File: src/rtl/tmr_pkg.sv
package tmr_pkg;
  // Register offsets; match channel i lives at OFS_MATCH0 + 4*i.
  localparam int OFS_COUNT  = 'h00;
  localparam int OFS_MATCH0 = 'h08;
  localparam int OFS_IRQEN  = 'h24;
  localparam int OFS_ARM    = 'h28;
  localparam int OFS_STATUS = 'h2C;
  localparam int OFS_SNAP   = 'h30;
  localparam int OFS_SNAPV  = 'h34;

  function automatic int match_ofs(input int ch);
    return OFS_MATCH0 + 4 * ch;
  endfunction
endpackage

File: src/rtl/tmr_counter.sv
module tmr_counter #(
  parameter int CNT_W = 32
) (
  input  logic             clk,
  input  logic             rst,
  input  logic             tick,
  input  logic             snap_req,
  output logic [CNT_W-1:0] cnt,
  output logic [CNT_W-1:0] cnt_nxt,
  output logic [CNT_W-1:0] snap
);
  logic [CNT_W-1:0] cnt_q;
  logic [CNT_W-1:0] snap_q;

  assign cnt_nxt = cnt_q + CNT_W'(1);

  always_ff @(posedge clk) begin
    if (rst) begin
      cnt_q  <= '0;
      snap_q <= '0;
    end else begin
      if (tick)     cnt_q  <= cnt_nxt;
      if (snap_req) snap_q <= cnt_q;
    end
  end

  assign cnt  = cnt_q;
  assign snap = snap_q;
endmodule

File: src/rtl/tmr_match_chan.sv
module tmr_match_chan #(
  parameter int CNT_W = 32
) (
  input  logic             clk,
  input  logic             rst,
  input  logic             tick,
  input  logic [CNT_W-1:0] cnt_nxt,
  input  logic             val_wr,
  input  logic [CNT_W-1:0] wdata,
  input  logic             stat_clr,
  output logic [CNT_W-1:0] match_val,
  output logic             hit,
  output logic             status
);
  logic [CNT_W-1:0] val_q;
  logic             stat_q;

  // A hit is the edge that moves the counter onto the stored value.
  assign hit = tick && (cnt_nxt == val_q);

  always_ff @(posedge clk) begin
    if (rst) begin
      val_q  <= '0;
      stat_q <= 1'b0;
    end else begin
      if (val_wr) val_q <= wdata;
      if (hit)           stat_q <= 1'b1;
      else if (stat_clr) stat_q <= 1'b0;
    end
  end

  assign match_val = val_q;
  assign status    = stat_q;
endmodule

File: src/rtl/tmr_wdog_ctl.sv
module tmr_wdog_ctl #(
  parameter int RST_W = 4
) (
  input  logic clk,
  input  logic rst,
  input  logic arm_wr,
  input  logic arm_bit,
  input  logic wd_hit,
  input  logic wd_irq_en,
  output logic armed,
  output logic rst_pulse
);
  localparam int PW = $clog2(RST_W + 1);

  logic          arm_q;
  logic [PW-1:0] left_q;
  logic          fire;

  assign fire = wd_hit && arm_q && wd_irq_en;

  always_ff @(posedge clk) begin
    if (rst) begin
      arm_q  <= 1'b0;
      left_q <= '0;
    end else begin
      if (fire)        arm_q <= 1'b0;
      else if (arm_wr) arm_q <= arm_bit;
      if (fire)                   left_q <= PW'(RST_W);
      else if (left_q != '0)      left_q <= left_q - PW'(1);
    end
  end

  assign armed     = arm_q;
  assign rst_pulse = (left_q != '0);
endmodule

File: src/rtl/mtimer_wdog.sv
module mtimer_wdog #(
  parameter int CNT_W  = 32,
  parameter int NCH    = 6,
  parameter int WD_CH  = 5,
  parameter int RST_W  = 4,
  parameter int ADDR_W = 8
) (
  input  logic              clk,
  input  logic              rst,
  input  logic              tick,
  input  logic [ADDR_W-1:0] reg_addr,
  input  logic              reg_wr,
  input  logic [CNT_W-1:0]  reg_wdata,
  input  logic              reg_rd,
  output logic [CNT_W-1:0]  reg_rdata,
  output logic [NCH-1:0]    irq,
  output logic              wdog_rst
);
  import tmr_pkg::*;

  localparam logic [ADDR_W-1:0] A_COUNT  = ADDR_W'(OFS_COUNT);
  localparam logic [ADDR_W-1:0] A_IRQEN  = ADDR_W'(OFS_IRQEN);
  localparam logic [ADDR_W-1:0] A_ARM    = ADDR_W'(OFS_ARM);
  localparam logic [ADDR_W-1:0] A_STATUS = ADDR_W'(OFS_STATUS);
  localparam logic [ADDR_W-1:0] A_SNAP   = ADDR_W'(OFS_SNAP);
  localparam logic [ADDR_W-1:0] A_SNAPV  = ADDR_W'(OFS_SNAPV);

  logic [CNT_W-1:0] cnt, cnt_nxt, snap;
  logic [CNT_W-1:0] match_val [NCH];
  logic [NCH-1:0]   hit, status, ie_q;
  logic             wd_en, snap_req, ie_wr, arm_wr, stat_wr;
  logic [CNT_W-1:0] rd_mux;

  assign snap_req = reg_wr && (reg_addr == A_SNAP) && reg_wdata[0];
  assign ie_wr    = reg_wr && (reg_addr == A_IRQEN);
  assign arm_wr   = reg_wr && (reg_addr == A_ARM);
  assign stat_wr  = reg_wr && (reg_addr == A_STATUS);

  tmr_counter #(.CNT_W(CNT_W)) u_cnt (
    .clk(clk), .rst(rst), .tick(tick), .snap_req(snap_req),
    .cnt(cnt), .cnt_nxt(cnt_nxt), .snap(snap)
  );

  for (genvar g = 0; g < NCH; g++) begin : g_ch
    logic sel_wr;
    assign sel_wr = reg_wr && (reg_addr == ADDR_W'(match_ofs(g)));
    tmr_match_chan #(.CNT_W(CNT_W)) u_ch (
      .clk(clk), .rst(rst), .tick(tick), .cnt_nxt(cnt_nxt),
      .val_wr(sel_wr), .wdata(reg_wdata),
      .stat_clr(stat_wr && reg_wdata[g]),
      .match_val(match_val[g]), .hit(hit[g]), .status(status[g])
    );
  end

  always_ff @(posedge clk) begin
    if (rst)        ie_q <= '0;
    else if (ie_wr) ie_q <= reg_wdata[NCH-1:0];
  end

  tmr_wdog_ctl #(.RST_W(RST_W)) u_wd (
    .clk(clk), .rst(rst), .arm_wr(arm_wr), .arm_bit(reg_wdata[0]),
    .wd_hit(hit[WD_CH]), .wd_irq_en(ie_q[WD_CH]),
    .armed(wd_en), .rst_pulse(wdog_rst)
  );

  assign irq = status & ie_q;

  always_comb begin
    rd_mux = '0;
    case (reg_addr)
      A_COUNT:  rd_mux = cnt;
      A_IRQEN:  rd_mux = CNT_W'(ie_q);
      A_ARM:    rd_mux = CNT_W'(wd_en);
      A_STATUS: rd_mux = CNT_W'(status);
      A_SNAPV:  rd_mux = snap;
      default:  rd_mux = '0;
    endcase
    for (int i = 0; i < NCH; i++) begin
      if (reg_addr == ADDR_W'(match_ofs(i))) rd_mux = match_val[i];
    end
  end

  always_ff @(posedge clk) begin
    if (rst)         reg_rdata <= '0;
    else if (reg_rd) reg_rdata <= rd_mux;
  end
endmodule

File: config.mk
export PLATFORM = sky130hd
export DESIGN_NAME = mtimer_wdog
export DESIGN_NICKNAME = d
export VERILOG_FILES = /design/src/rtl/tmr_pkg.sv /design/src/rtl/tmr_counter.sv /design/src/rtl/tmr_match_chan.sv /design/src/rtl/tmr_wdog_ctl.sv /design/src/rtl/mtimer_wdog.sv
export SDC_FILE = /design/constraint.sdc
export NUM_CORES = 1
export LEC_CHECK = 0
export BUFFER_PORTS_ARGS = -buffer_cell sky130_fd_sc_hd__buf_2
export CAP_MARGIN = 20
export CORE_UTILIZATION = 38
export DETAILED_ROUTE_END_ITERATION = 10
export SYNTH_ARGS = -nofsm -noshare
export SYNTH_HDL_FRONTEND = slang
export SYNTH_SLANG_ARGS = --single-unit
File: constraint.sdc
create_clock -name clk -period 3.5 [get_ports clk]
set_input_delay 0.525 -clock clk [delete_from_list [all_inputs] [get_ports clk]]
set_output_delay 0.525 -clock clk [all_outputs]
set_load 0.01 [all_outputs]
==> results of run 1 <==
[Yosys cell counts (39+ instances only)]
library cell / instances
dfxtp_1: 304
xor2_1: 77
xnor2_1: 116
nand4_1: 39
clkbuf_1: 168
nor2_1: 158
a21oi_1: 297
nand2_1: 617
o21ai_0: 73
nor3_1: 39
nand3_1: 65
[cells by family after synthesis]
family,synth area share
multiplexers,0.003076
AO/OA/AOI/OAI,0.2229
flip-flops,0.3480
buffers and inverters,0.05122
XOR/XNOR,0.09887
AND/OR/NAND/NOR,0.2731
adder cells (fa/ha/maj),0.002862
[registers in the layout, summed over array words and instances (netlist names)]
register	flops
u_wd.armed	1
g_ch.u_ch.match_val	192
g_ch.u_ch.status	6
u_cnt.snap	32
u_wd.left_q	3
reg_rdata	32
u_cnt.cnt	32
ie_q	6
[report_power, final]
part / total (mW) / internal [mW] / switching, mW
combinational: 0.526 / 0.159 / 0.368
sequential: 3.55 / 3.50 / 0.0443
clock: 3.80 / 2.19 / 1.61
[per-stage QoR]
step                 TNS (ns)  instance area (sq um)  power [mW]
detailed placement    -0.1531                  19730       4.129
global route        -0.002620                  20950       8.051
global placement      -0.4535                  19730       4.123
floorplan                   0                  17490       3.875
CTS                         0                  20900       7.868
finish               -0.07157                  20960       7.874
[how the worst min path moves through the flow]
stage,end,startpoint,slack [ns]
2_1_floorplan,u_cnt.snap[1]$_SDFFE_PP0P_,u_cnt.snap[1]$_SDFFE_PP0P_,0.43
3_3_place_gp,u_cnt.snap[28]$_SDFFE_PP0P_,u_cnt.snap[28]$_SDFFE_PP0P_,0.44
3_5_place_dp,u_cnt.snap[2]$_SDFFE_PP0P_,u_cnt.snap[2]$_SDFFE_PP0P_,0.44
4_1_cts,g_ch[3].u_ch.match_val[14]$_SDFFE_PP0P_,reg_wdata[14],0.24
5_1_grt,g_ch[3].u_ch.match_val[14]$_SDFFE_PP0P_,reg_wdata[14],0.26
6_report,g_ch[3].u_ch.match_val[14]$_SDFFE_PP0P_,reg_wdata[14],0.26
[routing by layer]
metal | vias to the layer above | track usage
li1 | 8799 | -
met1 | 9959 | 0.5985
met2 | 1336 | 0.6369
met3 | 248 | 0.08730
met4 | 2 | 0.1847
met5 | - | 0
[final cells by class]
| cell class | instances | area [sq um] |
|---|---|---|
| Fill cell | 4668 | 24420 |
| Antenna cell | 5 | 12.51 |
| Sequential cell | 304 | 6087 |
| Tap cell | 600 | 750.7 |
| Inverter | 30 | 112.6 |
| Timing Repair Buffer | 313 | 2252 |
| Multi-Input combinational cell | 1896 | 10600 |
| Clock buffer | 53 | 1066 |
| Clock inverter | 8 | 82.58 |
[critical path: cells and delay by family, from the launching register on]
kind	cells	cell delay, ns
AO/OA/AOI/OAI	3	1.37
AND/OR/NAND/NOR	3	1.10
buffers and inverters	1	0.20
adder cells (fa/ha/maj)	1	0.34
XOR/XNOR	1	0.14
flip-flops	1	0.31
[timing repair]
item	4_1_cts	5_1_grt
pin swaps	0	2
gates resized for setup	3	7
setup buffers	0	3
endpoints found under the setup margin	6	7
==> results.yml, run 1 <==
outcome:
  status: "complete, but fails checks"
  violations: "setup timing"
yosys:
  synth_top_area_frac: 0.3480
  syn_area_sq_um: 17490
  synth_top_cell_by_area: "dfxtp_1"
  synthArstFlopShare: 0
  ys.flop_type: "dfxtp_1"
  synth-edff-count: 0
  synth_nets: 2479
  synthTopCellsByArea: "dfxtp_1, nand2_1, a21oi_1"
  syn_avg_cell_area_sq_um: 7.197
  yosysUniqueCellTypes: 71
  yosys_warnings: 0
  ys_seq_elements: 304
  ys_seq_area_frac: 0.3480
  synth_cells: 2430
routing:
  route.met3.wl_um: 10890
  vias: 20340
  dr.pass1.iters: 6
  post-route-drc-count: 0
  dr_wl_met2_um: 43500
  drt-vias-per-instance: 6.340
  wl_um: 102600
  drtIter0Drc: 3112
  met1_length_um: 43450
  wl_per_cell_um: 31.98
  ant_nets: 0
  top_layer: "met5"
setup_path:
  cp.arrival_ns: 4.05
  max_stage_delay_ns: 0.66
  critPathCapture: "g_ch[0].u_ch.status$_SDFFE_PP0P_"
  worst_setup_path_end_kind: "flip-flop"
  crit_required_ns: 3.98
  start_kind: "flip-flop"
  rr_worst_depth: 9
  startpoint: "u_cnt.cnt[0]$_SDFFE_PP0P_"
  ff2ff_setup_slack_ns: -0.07
  rr_startpoint: "u_cnt.cnt[0]$_SDFFE_PP0P_"
  crit_type: "reg2reg"
  critPathMaxFanout: 6
  reg2reg_to: "g_ch[0].u_ch.status$_SDFFE_PP0P_"
  slowest_stage: "or4_1"
  path_common_cell: "nand4_1"
  crit_chain: "ha_1 -> buf_4 -> xor2_1 -> a2111oi_0 -> nand4_1 -> a311oi_2 -> nand4_1 -> or4_1 -> o31ai_1"
final_layout:
  area_growth_pct: 19.85
  fin_cells: 3209
  final_net_count: 2630
  final_common_cell: "nand2_1"
  fin_util: 0.4619
  layout-drive-gt1-share: 0.1544
  mostFrequentLayoutCells: "nand2_1, dfxtp_1, a21oi_1"
cts:
  cts_root_buf: "clkbuf_16"
  worstSkewPairLatency_ns: 0.57
  htreeDepth: 2
  numCtsBuffers: 36
  cts_hold_buf: 0
  clk_pin_slew_ns: 0.06
  cts_buffer_depth: 3
  cts_tree: "yes"
  cts.sinks: 304
hold_path:
  hold_path_class: "in2reg"
  hold-path-cell-count: 3
placed_design:
  hpwl_um: 78160
  place_congestion: 1.052
  dp.cells: 3140
  pre_cts_ws_ns: -0.08829
  portBuffers: 83
timing:
  finalHoldViolCount: 0
  fin_ws_ns: -0.07157
  fin_crit_sh: 1.020
  whs_ns: 0.2627
  max_freq_mhz: 280.0
  final.setup_skew_ns: 0.01822
  max_slew_margin: 0.2690
  report.final.slew_viol_count: 0
  worst_slew_pin_slew_ns: 1.097
  finalSetupViolCount: 1
  fin_crit_ns: 3.572
global_routing:
  grt.total_usage: 0.4292
  grt.overflow.total: 0
  antenna_found_initial: 11
  grt_start_max_net_pins: 95
  grt_pass1_wl_um: 141500
  grt_pass1_vias: 18170
floorplanning:
  std_cell_rows: 78
  die_h_um: 216.5
  core_sq_um: 45380
  fp.dieW_um: 216.5
  fp.dieArea_sq_um: 46890
  io_pins: 84
  initial_core_util: 0.3854
power_and_ir_drop:
  peakVddDrop_mv: 0.3945
  leakage_nw: 7.460
  p_per_area_nw_per_um2: 375.6
run:
  cap_violations: 0
Note: power is estimated with default switching activity, not from simulation.
==> run 2, diff against run 1 <==
--- a/config.mk
+++ b/config.mk
@@ -9,6 +9,8 @@
 export CAP_MARGIN = 20
 export CORE_UTILIZATION = 38
 export DETAILED_ROUTE_END_ITERATION = 10
+export PLACE_DENSITY = 0.6
+export SKIP_CTS_REPAIR_TIMING = 1
 export SYNTH_ARGS = -nofsm -noshare
 export SYNTH_HDL_FRONTEND = slang
 export SYNTH_SLANG_ARGS = --single-unit
==> results.yml, run 2 (synthesized netlist as in run 1, its figures left out) <==
timing:
  fin_crit_ns: 3.557
  fin_ws_ns: -0.05708
  max_freq_mhz: 281.1
  final.setup_skew_ns: 0.01678
  finalSetupViolCount: 1
  rsz0062_at_grt: "false"
  worst_slew_pin_slew_ns: 1.113
  finalHoldViolCount: 0
  fin_crit_sh: 1.016
  report.final.slew_viol_count: 0
  max_slew_margin: 0.2579
floorplanning:
  std_cell_rows: 78
  core_sq_um: 45380
  fp.dieArea_sq_um: 46890
  fp.dieW_um: 216.5
  die_h_um: 216.5
  initial_core_util: 0.3854
  io_pins: 84
global_routing:
  grt_pass1_vias: 18160
  antenna_found_initial: 11
  grt_pass1_wl_um: 141400
  grt.overflow.total: 0
  grt.total_usage: 0.4291
  grt_start_max_net_pins: 95
routing:
  wl_um: 102500
  top_layer: "met5"
  post-route-drc-count: 0
  drtIter0Drc: 3171
  wl_per_cell_um: 31.98
  dr_wl_met2_um: 43200
  vias: 20300
  route.met3.wl_um: 10960
  dr.pass1.iters: 7
  drt-vias-per-instance: 6.333
  met1_length_um: 43460
  ant_nets: 0
final_layout:
  layout-drive-gt1-share: 0.1548
  final_common_cell: "nand2_1"
  final_net_count: 2630
  area_growth_pct: 19.84
  mostFrequentLayoutCells: "nand2_1, dfxtp_1, a21oi_1"
  finish.instance_area_sq_um: 20960
  fin_util: 0.4618
  largest_register_ffs: 192
power_and_ir_drop:
  p_total_mw: 7.864
  leakage_nw: 7.460
  peakVddDrop_mv: 0.3959
  p_per_area_nw_per_um2: 375.2
outcome:
  status: "complete, but fails checks"
  violations: "setup timing"
run:
  cap_violations: 0
cts:
  cts_root_buf: "clkbuf_16"
  numCtsBuffers: 36
  cts.sinks: 304
  worstSkewPairLatency_ns: 0.57
  cts_buffer_depth: 3
  htreeDepth: 2
  clk_pin_slew_ns: 0.06
  cts_tree: "yes"
setup_path:
  crit_required_ns: 3.98
  cp.arrival_ns: 4.03
  start_kind: "flip-flop"
  critPathMaxFanout: 6
  worst_setup_path_end_kind: "flip-flop"
  crit_type: "reg2reg"
hold_path:
  hold_path_class: "in2reg"
placed_design:
  hpwl_um: 78160
  placed_area_sq_um: 19730
  place_congestion: 1.052
  portBuffers: 83
  pre_cts_ws_ns: -0.08829
==> run 2: cell types whose count changed in the layout (fill, tap and decap cells not counted) <==
cell	change
diode_2	-3
nor3_1	-1
nor3_2	+1
==> run 2: cell type report <==
| type | instances | area [sq um] |
|---|---|---|
| Fill cell | 4668 | 24420 |
| Multi-Input combinational cell | 1896 | 10600 |
| Sequential cell | 304 | 6087 |
| Timing Repair Buffer | 313 | 2252 |
| Clock buffer | 53 | 1066 |
| Tap cell | 600 | 750.7 |
| Inverter | 30 | 112.6 |
| Clock inverter | 8 | 82.58 |
| Antenna cell | 2 | 5.005 |
==> run 2: worst max-delay path: stages (launching register included) <==
cell	delay [ns]
dfxtp_1	0.31
ha_1	0.34
buf_4	0.20
xor2_1	0.14
a2111oi_0	0.64
nand4_1	0.23
a311oi_2	0.49
nand4_1	0.22
or4_1	0.65
o31ai_1	0.24
==> run 2: worst paths after layout <==
check / endpoint / startpoint / cells after the start / slack, ns
worst max register to register: g_ch[0].u_ch.status$_SDFFE_PP0P_ / u_cnt.cnt[0]$_SDFFE_PP0P_ / 9 / -0.06
worst min register to register: u_cnt.snap[2]$_SDFFE_PP0P_ / u_cnt.snap[2]$_SDFFE_PP0P_ / 2 / 0.45
worst min-delay path: g_ch[4].u_ch.match_val[14]$_SDFFE_PP0P_ / reg_wdata[14] / 3 / 0.26
worst max-delay path: g_ch[0].u_ch.status$_SDFFE_PP0P_ / u_cnt.cnt[0]$_SDFFE_PP0P_ / 9 / -0.06
==> run 2: power breakdown <==
| group | internal (mW) | switching, mW | leakage [nW] |
|---|---|---|---|
| logic | 0.159 | 0.367 | 4.44 |
| clock network | 2.19 | 1.60 | 0.563 |
| registers | 3.50 | 0.0442 | 2.46 |
==> run 2: per-stage QoR <==
stage               setup TNS (ns)  std cells  hold WS (ns)
floorplan                        0       2430        0.4314
global placement           -0.4535       3140        0.4374
detailed placement         -0.1531       3140        0.4433
CTS                        -0.2943       3201        0.2421
global route                     0       3204        0.2638
finish                    -0.05708       3206        0.2558
==> run 2: layer usage <==
metal / up-vias / track usage
li1: 8800 / -
met2: 1345 / 0.6385
met4: 6 / 0.1815
met5: - / 0
met3: 258 / 0.08772
met1: 9895 / 0.5979
